`src/rtl/irm_pkg.sv`:
```
// Shared types and table functions for the two-stage image-rejection mixer.
// Assumes a 3-bit octant index for the coarse table and a 6-bit index for
// the fine table (fifteen levels, amplitude 7).
package irm_pkg;

    // Ternary local sample: neg = sign, mag = 0 marks a blank (zero) value.
    typedef struct packed {
        logic neg;
        logic mag;
    } tern_t;

    localparam int COARSE_IDX_W = 3;
    localparam int FINE_IDX_W   = 6;
    localparam int FINE_LVL_W   = 4;

    // One quarter wave of the fine table: round(7*sin(2*pi*(j+0.5)/64)).
    function automatic logic [2:0] fine_quarter(input logic [3:0] j);
        logic [2:0] v;
        case (j)
            4'd0:                      v = 3'd0;
            4'd1:                      v = 3'd1;
            4'd2, 4'd3:                v = 3'd2;
            4'd4:                      v = 3'd3;
            4'd5, 4'd6:                v = 3'd4;
            4'd7, 4'd8:                v = 3'd5;
            4'd9, 4'd10, 4'd11:        v = 3'd6;
            default:                   v = 3'd7;
        endcase
        return v;
    endfunction

    // Full-wave fine sine from a 6-bit index by quadrant symmetry.
    function automatic logic signed [FINE_LVL_W-1:0] fine_sine(input logic [5:0] m);
        logic [2:0] mag;
        mag = m[4] ? fine_quarter(4'd15 - m[3:0]) : fine_quarter(m[3:0]);
        return m[5] ? -$signed({1'b0, mag}) : $signed({1'b0, mag});
    endfunction

endpackage

```
`src/rtl/irm_nco.sv`:
```
// Phase accumulator with a double-buffered increment and a phase snapshot.
// Writes land in a pending word; the period strobe activates it and
// captures the current phase. The accumulator wraps modulo 2^W.
module irm_nco #(
    parameter int W = 24
) (
    input  logic         clk,
    input  logic         rst_n,
    input  logic         adv,
    input  logic         period_stb,
    input  logic         inc_wr,
    input  logic [W-1:0] inc_data,
    output logic [W-1:0] phase,
    output logic [W-1:0] snap
);

    logic [W-1:0] inc_pend;
    logic [W-1:0] inc_act;
    logic [W-1:0] acc;
    logic [W-1:0] snap_q;

    // Pending increment: latches every software write.
    always_ff @(posedge clk) begin
        if (!rst_n)      inc_pend <= '0;
        else if (inc_wr) inc_pend <= inc_data;
    end

    // Active increment: takes the newest word on the period strobe.
    always_ff @(posedge clk) begin
        if (!rst_n)          inc_act <= '0;
        else if (period_stb) inc_act <= inc_wr ? inc_data : inc_pend;
    end

    // Phase accumulator: advances once per sample tick, wrapping naturally.
    always_ff @(posedge clk) begin
        if (!rst_n)   acc <= '0;
        else if (adv) acc <= acc + inc_act;
    end

    // Snapshot: holds the phase seen at the last period strobe.
    always_ff @(posedge clk) begin
        if (!rst_n)          snap_q <= '0;
        else if (period_stb) snap_q <= acc;
    end

    assign phase = acc;
    assign snap  = snap_q;

endmodule

```
`src/rtl/irm_stage1.sv`:
```
// Coarse image-rejection mixer. A three-level cosine/sine from the top
// 3 phase bits multiplies the 1-bit I/Q samples by XOR on the sign bits.
// Only the sign and a blank flag of each combined result leave the stage.
// Purely combinational; the caller registers the result.
module irm_stage1
    import irm_pkg::*;
#(
    parameter int W = 24
) (
    input  logic [W-1:0] phase,
    input  logic         in_i,
    input  logic         in_q,
    input  logic         up_mode,
    output logic         i_neg,
    output logic         i_blank,
    output logic         q_neg,
    output logic         q_blank
);

    logic [COARSE_IDX_W-1:0] oct;
    tern_t                   lo_c;
    tern_t                   lo_s;
    logic signed [2:0]       sum_i;
    logic signed [2:0]       sum_q;

    assign oct = phase[W-1 -: COARSE_IDX_W];

    // One ternary product: XOR of signs, gated by the local magnitude.
    function automatic logic signed [2:0] tprod(input logic x, input tern_t lo);
        if (!lo.mag)          return 3'sd0;
        else if (x ^ lo.neg)  return -3'sd1;
        else                  return 3'sd1;
    endfunction

    // Coarse table lookup; up-conversion flips the sine sign.
    always_comb begin
        lo_c.mag = !(oct == 3'd2 || oct == 3'd6);
        lo_c.neg = (oct == 3'd3 || oct == 3'd4 || oct == 3'd5);
        lo_s.mag = !(oct == 3'd0 || oct == 3'd4);
        lo_s.neg = (oct == 3'd5 || oct == 3'd6 || oct == 3'd7) ^ up_mode;
    end

    // Image-rejection combination and reduction to sign plus blank.
    always_comb begin
        sum_i   = tprod(in_i, lo_c) + tprod(in_q, lo_s);
        sum_q   = tprod(in_q, lo_c) - tprod(in_i, lo_s);
        i_neg   = sum_i[2];
        i_blank = (sum_i == 3'sd0);
        q_neg   = sum_q[2];
        q_blank = (sum_q == 3'sd0);
    end

endmodule

```
`src/rtl/irm_stage2.sv`:
```
// Fine image-rejection mixer with the output register. A fifteen-level
// cosine/sine from the top 6 phase bits multiplies the ternary stage-1
// values; sums and differences form the signed I/Q words. Assumes OUT_W
// is at least 5 so the largest magnitude (14) fits.
module irm_stage2
    import irm_pkg::*;
#(
    parameter int W     = 32,
    parameter int OUT_W = 5
) (
    input  logic                    clk,
    input  logic                    rst_n,
    input  logic                    adv,
    input  logic [W-1:0]            phase,
    input  logic                    up_mode,
    input  logic                    i_neg,
    input  logic                    i_blank,
    input  logic                    q_neg,
    input  logic                    q_blank,
    output logic signed [OUT_W-1:0] out_i,
    output logic signed [OUT_W-1:0] out_q,
    output logic                    out_i_blank,
    output logic                    out_q_blank
);

    localparam logic [FINE_IDX_W-1:0] QTR = FINE_IDX_W'(1 << (FINE_IDX_W - 2));

    logic [FINE_IDX_W-1:0]        idx;
    logic signed [FINE_LVL_W-1:0] lo_c;
    logic signed [FINE_LVL_W-1:0] lo_s;
    logic signed [OUT_W-1:0]      nxt_i;
    logic signed [OUT_W-1:0]      nxt_q;
    logic                         nxt_bi;
    logic                         nxt_bq;

    assign idx = phase[W-1 -: FINE_IDX_W];

    // Ternary value times a fine local level, sign-extended to OUT_W.
    function automatic logic signed [OUT_W-1:0] fprod(input logic neg, input logic blank,
                                                      input logic signed [FINE_LVL_W-1:0] lo);
        logic signed [OUT_W-1:0] ext;
        ext = {{(OUT_W-FINE_LVL_W){lo[FINE_LVL_W-1]}}, lo};
        if (blank)    return '0;
        else if (neg) return -ext;
        else          return ext;
    endfunction

    // Fine table lookup; cosine is the sine a quarter turn ahead.
    always_comb begin
        lo_c = fine_sine(idx + QTR);
        lo_s = up_mode ? -fine_sine(idx) : fine_sine(idx);
    end

    // Image-rejection combination and per-lane blank detection.
    always_comb begin
        nxt_i  = fprod(i_neg, i_blank, lo_c) + fprod(q_neg, q_blank, lo_s);
        nxt_q  = fprod(q_neg, q_blank, lo_c) - fprod(i_neg, i_blank, lo_s);
        nxt_bi = (i_blank || lo_c == '0) && (q_blank || lo_s == '0);
        nxt_bq = (q_blank || lo_c == '0) && (i_blank || lo_s == '0);
    end

    // Output register: loads once per sample tick, idles blank after reset.
    always_ff @(posedge clk) begin
        if (!rst_n) begin
            out_i       <= '0;
            out_q       <= '0;
            out_i_blank <= 1'b1;
            out_q_blank <= 1'b1;
        end else if (adv) begin
            out_i       <= nxt_i;
            out_q       <= nxt_q;
            out_i_blank <= nxt_bi;
            out_q_blank <= nxt_bq;
        end
    end

endmodule

```
`src/rtl/irm_downconv.sv`:
```
// Top of the two-stage image-rejection converter: two phase accumulators,
// a coarse XOR mixer and a fine multi-level mixer with registered outputs.
// Assumes smp_en pulses once per input sample and period_stb once per period.
module irm_downconv #(
    parameter int PH1_W = 24,
    parameter int PH2_W = 32,
    parameter int OUT_W = 5
) (
    input  logic                    clk,
    input  logic                    rst_n,
    input  logic                    smp_en,
    input  logic                    in_i,
    input  logic                    in_q,
    input  logic                    up_mode,
    input  logic                    period_stb,
    input  logic                    inc1_wr,
    input  logic [PH1_W-1:0]        inc1_data,
    input  logic                    inc2_wr,
    input  logic [PH2_W-1:0]        inc2_data,
    output logic [PH1_W-1:0]        phase1_snap,
    output logic [PH2_W-1:0]        phase2_snap,
    output logic signed [OUT_W-1:0] out_i,
    output logic signed [OUT_W-1:0] out_q,
    output logic                    out_i_blank,
    output logic                    out_q_blank
);

    logic [PH1_W-1:0] ph1;
    logic [PH2_W-1:0] ph2;
    logic             s1_i_neg;
    logic             s1_i_blank;
    logic             s1_q_neg;
    logic             s1_q_blank;

    irm_nco #(.W(PH1_W)) u_nco1 (
        .clk(clk), .rst_n(rst_n), .adv(smp_en), .period_stb(period_stb),
        .inc_wr(inc1_wr), .inc_data(inc1_data), .phase(ph1), .snap(phase1_snap)
    );

    irm_nco #(.W(PH2_W)) u_nco2 (
        .clk(clk), .rst_n(rst_n), .adv(smp_en), .period_stb(period_stb),
        .inc_wr(inc2_wr), .inc_data(inc2_data), .phase(ph2), .snap(phase2_snap)
    );

    irm_stage1 #(.W(PH1_W)) u_st1 (
        .phase(ph1), .in_i(in_i), .in_q(in_q), .up_mode(up_mode),
        .i_neg(s1_i_neg), .i_blank(s1_i_blank), .q_neg(s1_q_neg), .q_blank(s1_q_blank)
    );

    irm_stage2 #(.W(PH2_W), .OUT_W(OUT_W)) u_st2 (
        .clk(clk), .rst_n(rst_n), .adv(smp_en), .phase(ph2), .up_mode(up_mode),
        .i_neg(s1_i_neg), .i_blank(s1_i_blank), .q_neg(s1_q_neg), .q_blank(s1_q_blank),
        .out_i(out_i), .out_q(out_q), .out_i_blank(out_i_blank), .out_q_blank(out_q_blank)
    );

endmodule

```
`config.mk`:
```
export PLATFORM = sky130hd
export DESIGN_NAME = irm_downconv
export DESIGN_NICKNAME = d
export VERILOG_FILES = /design/src/rtl/irm_pkg.sv /design/src/rtl/irm_nco.sv /design/src/rtl/irm_stage1.sv /design/src/rtl/irm_stage2.sv /design/src/rtl/irm_downconv.sv
export SDC_FILE = /design/constraint.sdc
export NUM_CORES = 1
export LEC_CHECK = 0
export ABC_CLOCK_PERIOD_IN_PS = 4450
export BUFFER_PORTS_ARGS = -buffer_cell sky130_fd_sc_hd__buf_2
export CORE_MARGIN = 2
export CORE_UTILIZATION = 33
export CTS_BUF_LIST = sky130_fd_sc_hd__clkbuf_2
export DETAILED_ROUTE_END_ITERATION = 7
export PLACE_DENSITY = 0.49
export SYNTH_ARGS = -nofsm -noshare
export SYNTH_HDL_FRONTEND = slang
export SYNTH_SLANG_ARGS = --single-unit
export TNS_END_PERCENT = 100
```
`constraint.sdc`:
```
create_clock -name clk -period 4.45 [get_ports clk]
set_clock_uncertainty 0.05 [all_clocks]
set_input_delay 0.6675 -clock clk [delete_from_list [all_inputs] [get_ports clk]]
set_output_delay 0.6675 -clock clk [all_outputs]
set_load 0.05 [all_outputs]
```
# ---- After elaboration in Yosys (flattened, before gate mapping)
# Memory sizes are Yosys's and may differ from the RTL's. A register that Yosys moved wholly into a read port is not among the register bits.
# Cells that the tools add are included.
dict set report word_totals {
  ff_bits 236
  mem_bits_ro 288
  in_bits 65
  output_inout_bits 68
  wordCells 90
  n_memories 6
}
# name words word_bits read_ports rd_ports_with_merged_regs wr line
set memory_table {}
lappend memory_table {{(name not given)} 16 3 1 0 0 irm_pkg.sv:19} ;# case (j)
lappend memory_table {{(name not given)} 16 3 1 0 0 irm_pkg.sv:19}
lappend memory_table {{(name not given)} 16 3 1 0 0 irm_pkg.sv:19}
lappend memory_table {{(name not given)} 16 3 1 1 0 irm_pkg.sv:19}
lappend memory_table {{(name not given)} 16 3 1 0 0 irm_pkg.sv:19}
lappend memory_table {{(name not given)} 16 3 1 1 0 irm_pkg.sv:19}
dict set report op_classes {
  n_addsub 15
  n_eq_ne 6
  muxes 29
  bitwise 5
  reduce_logical 17
}
# operator count
set ops {}
lappend ops {{$mux W5} 8}
lappend ops {{$mux W3} 11}
lappend ops {{$add A32 B32 Y32} 1}
lappend ops {{$mux W32} 1}
lappend ops {{$mux W4} 8}
lappend ops {{$add A24 B24 Y24} 1}
lappend ops {{$mux W24} 1}
lappend ops {{$eq A3 B3 Y1 const B} 4}
lappend ops {{$neg A3 Y4} 3}
lappend ops {{$logic_or A1 B1 Y1} 10}
lappend ops {{$neg A4 Y5} 2}
lappend ops {{$logic_not A3 Y1} 3}
lappend ops {{$logic_not A4 Y1} 2}
lappend ops {{$sub A4 B4 Y4 const A} 2}
lappend ops {{$add A6 B5 Y6 const B} 1}
lappend ops {{$eq A3 B2 Y1 const B} 2}
lappend ops {{$add A5 B5 Y5} 1}
lappend ops {{$sub A5 B5 Y5} 1}
lappend ops {{$xor A1 B1 Y1} 5}
lappend ops {{$neg A4 Y4} 1}
lappend ops {{$add A3 B3 Y3} 1}
lappend ops {{$sub A3 B3 Y3} 1}
lappend ops {{$logic_and A1 B1 Y1} 2}

# ---- Logic depth before layout (Yosys ltp)
# Gate-level depths: netlist (run 1).
dict set report logic_depth {
  depth_word 11
  mapped_depth 21
}

# ---- Modules after synthesis
# Synthesis (run 1) repeated with hierarchy kept, for this count alone.
dict set report hier_totals {
  cells_unflattened 1444
  area_unflattened_um2 13233.9
}
# mod n_inst cells_each area_each_um2
set by_module_without_submodules {}
lappend by_module_without_submodules {{irm_nco (u_nco2)} 1 687 6402.4}
lappend by_module_without_submodules {{irm_nco (u_nco1)} 1 486 4709.5}
lappend by_module_without_submodules {irm_stage2 1 248 1925.6}
lappend by_module_without_submodules {irm_stage1 1 23 196.4}

# ---- Least setup slack after synthesis (run 1)
# Ideal clock, no wire load.
dict set report synth_path {
  path_type {register -> register}
  start {register u_nco2.acc[27] (netlist: u_nco2.phase[27])}
  end {register u_st2.out_i[4]}
  setup_ns 0.132
  t_arrival_ns 3.868
  t_required_ns 4.268
  slack_ns 0.400
  path_stages_with_launch 19
  path_buffers 0
  period_less_slack_ns 4.050
  path_cell_list {dfxtp_1 inv_1 ha_1 and3b_1 a211oi_2 nor2_1 ha_1 nor2b_1 nor3_1 a2111oi_2 mux2_2 a211oi_4 xor2_1 a22o_1 ha_1 a21oi_1 xor2_1 xnor2_1 a21oi_1}
}
dict set report synth_via {
  elab_chain_len 11
  elab_cells_between_ends 25
}
# item line
set synth_lines {}
lappend synth_lines {{start: declaration} irm_nco.sv:19} ;# logic [W-1:0] acc;
lappend synth_lines {{start signal: assignment} irm_nco.sv:37} ;# else if (adv) acc <= acc + inc_act;
lappend synth_lines {{$sub A4 B4 Y4} irm_pkg.sv:35} ;# mag = m[4] ? fine_quarter(4'd15 - m[3:0]) : fine_quarter(m[3:0]);
lappend synth_lines {{$mem_v2 Z16 W3} --}
lappend synth_lines {{$mux W3} irm_pkg.sv:35}
lappend synth_lines {{$neg A3 Y4} irm_pkg.sv:36} ;# return m[5] ? -$signed({1'b0, mag}) : $signed({1'b0, mag});
lappend synth_lines {{$mux W4} irm_pkg.sv:36}
lappend synth_lines {{$neg A4 Y4} irm_stage2.sv:51} ;# lo_s = up_mode ? -fine_sine(idx) : fine_sine(idx);
lappend synth_lines {{$mux W4} irm_stage2.sv:51}
lappend synth_lines {{$neg A4 Y5} irm_stage2.sv:44} ;# else if (neg) return -ext;
lappend synth_lines {{$mux W5} irm_stage2.sv:44}
lappend synth_lines {{$mux W5} irm_stage2.sv:43} ;# if (blank) return '0;
lappend synth_lines {{$add A5 B5 Y5 *} irm_stage2.sv:56} ;# nxt_i = fprod(i_neg, i_blank, lo_c) + fprod(q_neg, q_blank, lo_s);
lappend synth_lines {{end signal: assignment} irm_stage2.sv:70} ;# out_i <= nxt_i;
lappend synth_lines {{end: declaration} irm_stage2.sv:20} ;# output logic signed [OUT_W-1:0] out_i,
# Mark *: on every way between the ends. The rest lies on a longest branch, timed or not.
# A chain may end at the register's enable or synchronous reset.

# ---- Final worst setup path (run 1)
dict set report layout_path {
  start {register u_nco2.acc[26] (netlist: u_nco2.phase[26])}
  end {register u_st2.out_i[4]}
}
# Same word-level chain as after synthesis.

==> flow_summary.toml, run 1 <==
[critical_path]
slowest_delay_ps = 410
cpMostUsedCell = "a21oi_1"
worstSetupEndpointType = "flop"
cp_top_family = "adder cells"
critPathRequiredTime_ps = 5090
worstSetupPathType = "reg2reg"
path_buf_inv = 2
critical_path.cell_chain = "inv_1 > ha_1 > and3b_1 > a211oi_4 > nor2_1 > ha_1 > nand2_1 > o211ai_1 > a21oi_1 > a211o_1 > inv_2 > ha_2 > nand2_1 > o21ai_2 > fa_2 > a21o_1 > a21oi_1 > xor2_1 > xnor2_1 > a21oi_1"
reg2reg_slack_ps = 280
path_max_fanout = 6
arrival_ps = 4810
cpMaxStageDelayCell = "fa_2"
start_kind = "flop"

[clock_network]
clk_pin_slew_ps = 90
clk_latency_ps = 890
cts_sinks = 239
htree_levels = 3
cts_tree = "yes"
cts_buffers = 70
root_buffer = "clkbuf_2"
clockBufferDepth = 3

[timing]
worst_slack_ps = 279
min_period_over_period_pct = 93.7
rsz0062_at_grt = "yes"
finalCriticalPeriod_ps = 4170
slew_headroom_pct = 35.8
finalMaxSlewViolations = 0
worst_hold_slack_ps = 135
tightest_slew_ps = 963
fmax_mhz = 240
hold_viol = 0
setup_tns_ps = 0
final-setup-viol-count = 0

[global_route]
antenna_found_initial = 1
grt.total_usage_pct = 16.3
grt_max_degree = 120
grt_pass1_wl_mm = 51.5
overflow = 0
grt_pass1_vias = 10200

[worst_hold_path]
hold_class = "in2reg"

[synthesis]
yosys.area.top_type = "dfxtp_1"
syn_inst = 1369
netlist_top_cells_count = "nor2_1, dfxtp_1, mux2i_1"
synth_edf_count = 0
synthArstFlopShare_pct = 0
seq_area_frac_synth_pct = 38.6
syn_nets = 1516
yosys_warnings = 0
synth_top_area_share_pct = 38.6
avgSynthCellArea_sq_um = 9.06
ys_ff_latch = 239
netlist_area_sq_um = 12400
synth_most_common_cell = "nor2_1"
yosys-top-cells-area = "dfxtp_1, mux2i_1, nor2_1"
synth_flop_cell = "dfxtp_1"
synth_cell_type_count = 78

[power]
p_total_mw = 5.71
power.internal_mw = 3.64
pwr-share-clk_pct = 27.7
p_comb_share_pct = 30.1
p_sw_mw = 2.07
pwr_density_cell_nw_per_um2 = 391
ir_drop_v = 0.000210
switching_share_pct = 36.2
pwr-share-seq_pct = 42.3
leakage_nw = 6.68

[floorplanning]
dieWidth_um = 198
start_util_pct = 33.7
dieHeight_um = 198
rows = 70
die-area_sq_um = 39100
ioPinCount = 133
core_area_sq_um = 36800

[placed_design]
hpwl_mm = 21.4
placed_cells = 1907
io_buffers = 132
place.gp.congestion = 0.820
dpl_worst_slack_ps = 7.65
placed_cell_area_sq_um = 13500

[detailed_routing]
wire_per_inst_um = 15.2
drt_iter0_drc = 399
first_pass_iters = 5
vias = 10300
drc = 0
drt-total-wl_mm = 31.6
via_per_inst = 4.99
drtAntennaViolNets = 0

[final_layout]
fin_util_pct = 39.7
final_nets = 1711
num-fill-cells = 3828
fin_cells = 2071
drive_gt1_share_pct = 18.3
syn_to_final_growth_pct = 17.8
final_area_sq_um = 14600

[job]
maxCapViolations = 0

[status]
outcome = "complete, no violations"
[layout make-up]
class	count	area, sq um	share of cell area [%]
diodes	1	2.50	0.0171
multi-input cells	1012	7170	49.1
flip-flops and latches	239	4790	32.8
clock inverters	13	86.3	0.591
well taps	468	586	4.01
repair buffers	199	1320	9.02
inverters	42	163	1.11
clock buffers	97	485	3.32
[flip-flops by register name, indices dropped and copies added, names as in the netlist, named ones only]
| name | flops |
|---|---|
| u_nco2.snap | 32 |
| u_nco2.inc_act | 32 |
| u_st2.out_q_blank | 1 |
| u_nco2.inc_pend | 32 |
| u_st2.out_q | 5 |
| u_nco1.inc_pend | 24 |
| u_st2.out_i | 5 |
| u_st2.out_i_blank | 1 |
| u_nco1.phase | 24 |
| u_nco1.inc_act | 24 |
| u_nco2.phase | 32 |
| u_nco1.snap | 24 |
[cell usage in the layout (no fill, tap or decap), types with 5 or more instances in the layout]
master | netlist | routed
nor2_1 | 257 | 257
dfxtp_1 | 239 | 237
mux2i_1 | 142 | 142
buf_2 | 2 | 130
clkbuf_2 | 0 | 97
ha_1 | 75 | 74
a211oi_1 | 70 | 70
a21oi_1 | 66 | 66
dlygate4sd3_1 | 0 | 53
nand2_1 | 41 | 41
inv_1 | 39 | 37
xnor2_1 | 35 | 35
nor3_1 | 26 | 26
o21ai_0 | 24 | 23
a21o_1 | 20 | 20
nand3_1 | 18 | 18
xor2_1 | 19 | 18
nor2b_1 | 17 | 17
o21a_1 | 16 | 16
buf_4 | 0 | 14
a31oi_1 | 13 | 13
nand2b_1 | 11 | 11
o211ai_1 | 11 | 11
o21bai_1 | 11 | 11
and3_1 | 9 | 9
nand4_1 | 9 | 9
clkinv_1 | 0 | 7
nand3b_1 | 6 | 6
inv_2 | 3 | 6
a211o_1 | 6 | 6
a22o_1 | 6 | 6
o21ai_1 | 6 | 6
or3_1 | 6 | 6
fa_1 | 7 | 6
a21oi_2 | 5 | 5
[per-layer routing]
metal	part of all wire, %	global-route usage, %
met4	2.2	5.63
met3	4.7	3.99
met5	0	0
met2	45	26.1
met1	48	21.3
[power by group through the flow]
| stage | clock [mW] | combinational, mW | sequential, mW |
|---|---|---|---|
| floorplan | 0 | 1.14 | 2.60 |
| global placement | 0 | 1.65 | 2.47 |
| detailed placement | 0 | 1.67 | 2.47 |
| CTS | 1.67 | 1.71 | 2.42 |
| global route | 1.78 | 1.92 | 2.44 |
| finish | 1.58 | 1.72 | 2.42 |
[worst reg2reg max path, cell delays in order (launching register included)]
cell	delay [ps]
dfxtp_4	390
inv_1	110
ha_1	340
and3b_1	230
a211oi_4	220
nor2_1	80
ha_1	310
nand2_1	60
o211ai_1	100
a21oi_1	80
a211o_1	330
inv_2	100
ha_2	280
nand2_1	90
o21ai_2	100
fa_2	410
a21o_1	190
a21oi_1	180
xor2_1	190
xnor2_1	140
a21oi_1	80
[logic make-up (layout without fill, tap and decap cells)]
kind of cell             Yosys count  count (layout)  synth area share [%]
AO/OA/AOI/OAI                    309             309                  18.2
XOR/XNOR                          54              54                  3.82
adder cells (fa/ha/maj)           83              83                  8.78
buffers and inverters            118             351                  3.77
flip-flops                       239             239                  38.6
multiplexers                     146             146                  11.8
other                              0               1                     0
AND/OR/NAND/NOR                  420             420                  15.0
[timing repair]
action / in CTS / in global routing
endpoints found under the hold margin: 54 / 0
setup buffers: 0 / 0
hold buffers: 53 / 0
gates resized for setup: 0 / 10
endpoints found under the setup margin: 0 / 3
[worst paths after layout]
check / cells past startpoint / to / from
max: 20 / u_st2.out_i[4] / u_nco2.phase[26]
min: 3 / u_nco1.inc_pend[19] / inc1_data[19]
max reg2reg: 20 / u_st2.out_i[4] / u_nco2.phase[26]
min reg2reg: 2 / u_st2.out_i_blank / u_st2.out_i_blank
(Power assumes the default switching activity.)
==> inputs of run 2 (changes only) <==
--- a/config.mk
+++ b/config.mk
@@ -8,10 +8,10 @@
 export ABC_CLOCK_PERIOD_IN_PS = 4450
 export BUFFER_PORTS_ARGS = -buffer_cell sky130_fd_sc_hd__buf_2
 export CORE_MARGIN = 2
-export CORE_UTILIZATION = 33
+export CORE_UTILIZATION = 30
 export CTS_BUF_LIST = sky130_fd_sc_hd__clkbuf_2
 export DETAILED_ROUTE_END_ITERATION = 7
-export PLACE_DENSITY = 0.49
+export PLACE_DENSITY = 0.45
 export SYNTH_ARGS = -nofsm -noshare
 export SYNTH_HDL_FRONTEND = slang
 export SYNTH_SLANG_ARGS = --single-unit
==> run 2 against run 1 <==
Non-clock buffer count grew 5. Sequential share of layout area down 0.42 points. Combinational power is essentially flat. Die area is 9.8% higher. Sequential cell count unchanged. Sequential power barely moved.
==> flow_summary.toml, run 2 (same netlist as run 1, synthesis figures left out) <==
[detailed_routing]
wire_per_inst_um = 15.2
via_per_inst = 4.78
drt-total-wl_mm = 32.7
vias = 10300
drt_iter0_drc = 427
drc = 0
drtAntennaViolNets = 0
first_pass_iters = 4

[floorplanning]
start_util_pct = 30.4
die-area_sq_um = 43000
dieHeight_um = 207
dieWidth_um = 207
rows = 74
ioPinCount = 133
core_area_sq_um = 40800

[final_layout]
layout_common_cells = "nor2_1, dfxtp_1, mux2i_1"
drive_gt1_share_pct = 18.1
final_nets = 1717
syn_to_final_growth_pct = 19.2
final_common_cell = "nor2_1"

[power]
p_total_mw = 5.82
ir_drop_v = 0.000187
leakage_nw = 6.74
pwr_density_cell_nw_per_um2 = 394

[status]
outcome = "complete, no violations"

[global_route]
grt_pass1_vias = 10300
overflow = 0
grt_pass1_wl_mm = 53.1
grt_max_degree = 123
grt.total_usage_pct = 15.2
antenna_found_initial = 1

[critical_path]
critPathRequiredTime_ps = 5180
path_max_fanout = 6
worst_r2r_path_depth = 20
worst-path-stages = 20
rr_endpoint = "u_st2.out_i[4]"
start_kind = "flop"
worstSetupEndpointType = "flop"
worstSetupPathType = "reg2reg"
critical_path.cell_chain = "inv_1 > ha_1 > and3b_1 > a211oi_4 > nor2_1 > ha_1 > nand2_1 > o211ai_1 > a21oi_1 > a211o_1 > inv_2 > ha_1 > nand2_1 > o21ai_1 > fa_1 > a21o_1 > a21oi_1 > xor2_1 > xnor2_1 > a21oi_1"
reg2reg_slack_ps = 320
cp_top_family = "adder cells"
arrival_ps = 4860
rr_startpoint = "u_nco2.phase[26]"
path_buf_inv = 2
cpMaxStageDelayCell = "fa_1"
slowest_delay_ps = 470

[clock_network]
clk_latency_ps = 910
cts_tree = "yes"
root_buffer = "clkbuf_2"
cts_sinks = 239
clk_pin_slew_ps = 80
htree_levels = 3
clockBufferDepth = 3
cts_buffers = 71

[timing]
slew_headroom_pct = 27.5
hold_viol = 0
finalCriticalPeriod_ps = 4130
finalMaxSlewViolations = 0
fmax_mhz = 242
worst_slack_ps = 322
tightest_slew_ps = 1090
final-setup-viol-count = 0
min_period_over_period_pct = 92.8

[placed_design]
dpl_worst_slack_ps = 47.3
place.gp.congestion = 0.808
io_buffers = 132
hpwl_mm = 22.2

[worst_hold_path]
hold_start = "inc1_data[22]"
hold_end = "u_nco1.inc_pend[22]"
hold_depth = 3
hold_class = "in2reg"

[job]
maxCapViolations = 0
run 2: layout make-up:
type / instances / area (sq um)
multi-input cells: 1012 / 7150
clock inverters: 15 / 110
flip-flops and latches: 239 / 4790
diodes: 1 / 2.50
well taps: 532 / 666
repair buffers: 204 / 1380
fillers: 4206 / 26100
clock buffers: 105 / 526
inverters: 42 / 163
run 2: per-layer routing:
layer / track usage, % / wire length (um) / vias up / part of all wire [%]
met5: 0 / 0 / - / 0
li1: - / - / 5320 / -
met4: 5.91 / 680 / 0 / 2.1
met2: 24.0 / 14500 / 196 / 44
met1: 20.0 / 16100 / 4707 / 49
met3: 3.45 / 1370 / 53 / 4.2
run 2: through the flow:
step | utilization [%] | cells | instance area (sq um) | hold slack [ps] | TNS [ps]
floorplan | - | 1369 | 12400 | 406 | 0
global placement | 33.2 | 1972 | 13600 | 417 | 0
detailed placement | 33.2 | 1972 | 13600 | 417 | 0
CTS | 36.2 | 2149 | 14800 | 8.36 | 0
global route | 36.2 | 2150 | 14800 | 78.9 | -7.68
finish | 36.2 | 2150 | 14800 | 153 | 0
run 2: worst max-delay path by stage:
stage	start	to	slack (ps)
3_3_place_gp	u_nco2.phase[26]	u_st2.out_i[4]	140
6_report	u_nco2.phase[26]	u_st2.out_i[4]	320
4_1_cts	u_nco2.phase[26]	u_st2.out_i[4]	100
5_1_grt	u_nco2.phase[26]	u_st2.out_i[4]	-8
2_1_floorplan	u_nco2.phase[27]	u_st2.out_i[4]	400
3_5_place_dp	u_nco2.phase[26]	u_st2.out_i[4]	50
run 2: power breakdown:
part	switching (mW)	internal [mW]
combinational	1.01	0.699
clock	0.959	0.734
sequential	0.112	2.30
run 2: worst reg2reg max path, cell delays in order, from the launching register on:
cell,delay (ps)
dfxtp_2,400
inv_1,140
ha_1,330
and3b_1,240
a211oi_4,230
nor2_1,70
ha_1,310
nand2_1,60
o211ai_1,100
a21oi_1,90
a211o_1,310
inv_2,80
ha_1,230
nand2_1,70
o21ai_1,130
fa_1,470
a21o_1,190
a21oi_1,170
xor2_1,190
xnor2_1,140
a21oi_1,80
run 2: what timing repair did:
| action | in CTS | in global routing |
|---|---|---|
| endpoints found under the hold margin | 70 | 0 |
| hold buffers | 57 | 0 |
| setup endpoints to repair | 0 | 2 |
| resized for setup | 0 | 3 |
| buffers inserted | 0 | 0 |
==> inputs of run 3 (changes only) <==
--- a/config.mk
+++ b/config.mk
@@ -5,13 +5,15 @@
 export SDC_FILE = /design/constraint.sdc
 export NUM_CORES = 1
 export LEC_CHECK = 0
-export ABC_CLOCK_PERIOD_IN_PS = 4450
+export ABC_CLOCK_PERIOD_IN_PS = 4500
 export BUFFER_PORTS_ARGS = -buffer_cell sky130_fd_sc_hd__buf_2
+export CAP_MARGIN = 25
 export CORE_MARGIN = 2
 export CORE_UTILIZATION = 30
 export CTS_BUF_LIST = sky130_fd_sc_hd__clkbuf_2
 export DETAILED_ROUTE_END_ITERATION = 7
 export PLACE_DENSITY = 0.45
+export SLEW_MARGIN = 20
 export SYNTH_ARGS = -nofsm -noshare
 export SYNTH_HDL_FRONTEND = slang
 export SYNTH_SLANG_ARGS = --single-unit
==> constraint.sdc (replaced) <==
create_clock -name clk -period 4.5 [get_ports clk]
set_clock_uncertainty 0.05 [all_clocks]
set_input_delay 0.675 -clock clk [delete_from_list [all_inputs] [get_ports clk]]
set_output_delay 0.675 -clock clk [all_outputs]
set_load 0.05 [all_outputs]
==> run 3 against run 2 <==
Clock power about the same. Largest cell class unchanged. Sequential cell count unchanged. Hold slack better by 15 ps. Non-clock buffer count up 1. Total power down 1.1%. Wire length down 0.70%. Critical path depth unchanged. Register-to-register slack worse by 90 ps. Via count up 0.76%.
==> flow_summary.toml, run 3 (same netlist as run 1, synthesis figures left out) <==
[floorplanning]
rows = 74
start_util_pct = 30.4
ioPinCount = 133
dieHeight_um = 207
core_area_sq_um = 40800
dieWidth_um = 207
die-area_sq_um = 43000

[critical_path]
cp_top_family = "compound AO/OA/AOI/OAI gates"
endpoint = "u_st2.out_i[4]"
worst-path-stages = 20
slowest_delay_ps = 500
worstSetupPathType = "reg2reg"
start_kind = "flop"
rr_endpoint = "u_st2.out_i[4]"
cpMaxStageDelayCell = "fa_1"
path_buf_inv = 2
rr_startpoint = "u_nco2.phase[26]"
worstSetupEndpointType = "flop"
arrival_ps = 4960
critical_path.cell_chain = "inv_1 > ha_1 > and3b_1 > a211oi_2 > nor2_1 > ha_1 > nand2_1 > o211ai_1 > a21oi_1 > a211o_1 > inv_2 > ha_1 > nand2_1 > o21ai_0 > fa_1 > a21o_1 > a21oi_1 > xor2_1 > xnor2_1 > a21oi_1"
worst_r2r_path_depth = 20
reg2reg_slack_ps = 230
path_max_fanout = 6
critPathRequiredTime_ps = 5190
crit_start = "u_nco2.phase[26]"

[clock_network]
root_buffer = "clkbuf_2"
cts_sinks = 239
htree_levels = 3
clockBufferDepth = 3
cts_tree = "yes"
clk_latency_ps = 920
cts_buffers = 71
clk_pin_slew_ps = 90

[timing]
hold_viol = 0
fmax_mhz = 234
finalMaxSlewViolations = 0
min_period_over_period_pct = 94.9
final-setup-viol-count = 0
slew_headroom_pct = 46.9
rsz0062_at_grt = "no"
setup_tns_ps = 0
tightest_slew_ps = 797
finalCriticalPeriod_ps = 4270

[final_layout]
num-fill-cells = 4245
drive_gt1_share_pct = 18.6
layout.area.seq_sq_um = 4790
final_common_cell = "nor2_1"
syn_to_final_growth_pct = 19.5
layout_common_cells = "nor2_1, dfxtp_1, mux2i_1"
final_nets = 1718
multiInputGateArea_sq_um = 7140

[power]
p_comb_share_pct = 29.3
switching_share_pct = 36.5
power.internal_mw = 3.65
leakage_nw = 6.76
pwr-share-clk_pct = 29.2
p_sw_mw = 2.10
pwr-share-seq_pct = 41.5
p_total_mw = 5.76
ir_drop_v = 0.000181
pwr_density_cell_nw_per_um2 = 389

[detailed_routing]
wire_per_inst_um = 15.0
drc = 0
first_pass_iters = 4
drt_iter0_drc = 372
drt-total-wl_mm = 32.5
via_per_inst = 4.79
vias = 10400
drtAntennaViolNets = 0

[global_route]
antenna_found_initial = 2
grt_max_degree = 101
grt.total_usage_pct = 15.1
overflow = 0
grt_pass1_wl_mm = 53.2
grt_pass1_vias = 10300

[status]
outcome = "complete, no violations"

[worst_hold_path]
hold_class = "in2reg"

[job]
maxCapViolations = 0

[placed_design]
hpwl_mm = 22.4
place.gp.congestion = 0.801
io_buffers = 132
run 3: changes by cell type in the layout (fill, tap and decap cells not counted), sizes merged:
cell,delta
clkinvlp,+3
inv,+2
buf,+2
dlygate4sd3,-1
diode,+1
bufinv,-1
clkinv,+4
run 3: per-layer routing:
layer	routed length (um)	track usage, %
met3	1280	3.63
met2	14700	24.1
met1	15800	19.8
met4	755	5.34
met5	0	0
run 3: area by class of cell:
class	count	share of cell area [%]
Multi-Input combinational cell	1012	48.2
Sequential cell	239	32.3
Timing Repair Buffer	205	9.39
Tap cell	532	4.49
Clock buffer	105	3.55
Inverter	42	1.10
Clock inverter	23	0.879
Antenna cell	2	0.0338
run 3: tightest hold or removal path, cell delays in order:
cell,delay [ps]
buf_2,120
inv_6,130
nor2_1,120
run 3: per-stage QoR:
stage | area [sq um] | setup slack [ps] | cells | hold WS [ps] | util (%)
floorplan | 12400 | 450 | 1369 | 406 | -
global placement | 13600 | 190 | 1973 | 419 | 33.2
detailed placement | 13600 | 101 | 1973 | 418 | 33.2
CTS | 14800 | 93.7 | 2157 | 37.3 | 36.2
global route | 14800 | 15.0 | 2160 | 45.6 | 36.3
finish | 14800 | 230 | 2160 | 169 | 36.3
run 3: what timing repair did:
item	in CTS	in global routing
endpoints found under the hold margin	73	0
hold buffers	56	0
endpoints found under the setup margin	0	2
gates resized for setup	0	1
setup buffers	0	0
run 3: power by group through the flow:
stage               clock [mW]  sequential [mW]  combinational (mW)
floorplan                    0             2.57                1.13
global placement             0             2.44                1.64
detailed placement           0             2.44                1.66
CTS                       1.79             2.39                1.71
global route              1.90             2.41                1.89
finish                    1.68             2.39                1.69
run 3: worst min-delay path by stage:
stage	start	endpoint	slack, ps	cells past startpoint
6_report	rst_n	u_nco2.snap[31]	170	3
3_3_place_gp	u_st2.out_q_blank	u_st2.out_q_blank	420	2
2_1_floorplan	u_nco1.inc_pend[0]	u_nco1.inc_pend[0]	410	2
4_1_cts	rst_n	u_nco1.snap[21]	40	3
5_1_grt	rst_n	u_nco1.snap[21]	50	3
3_5_place_dp	u_st2.out_q_blank	u_st2.out_q_blank	420	2
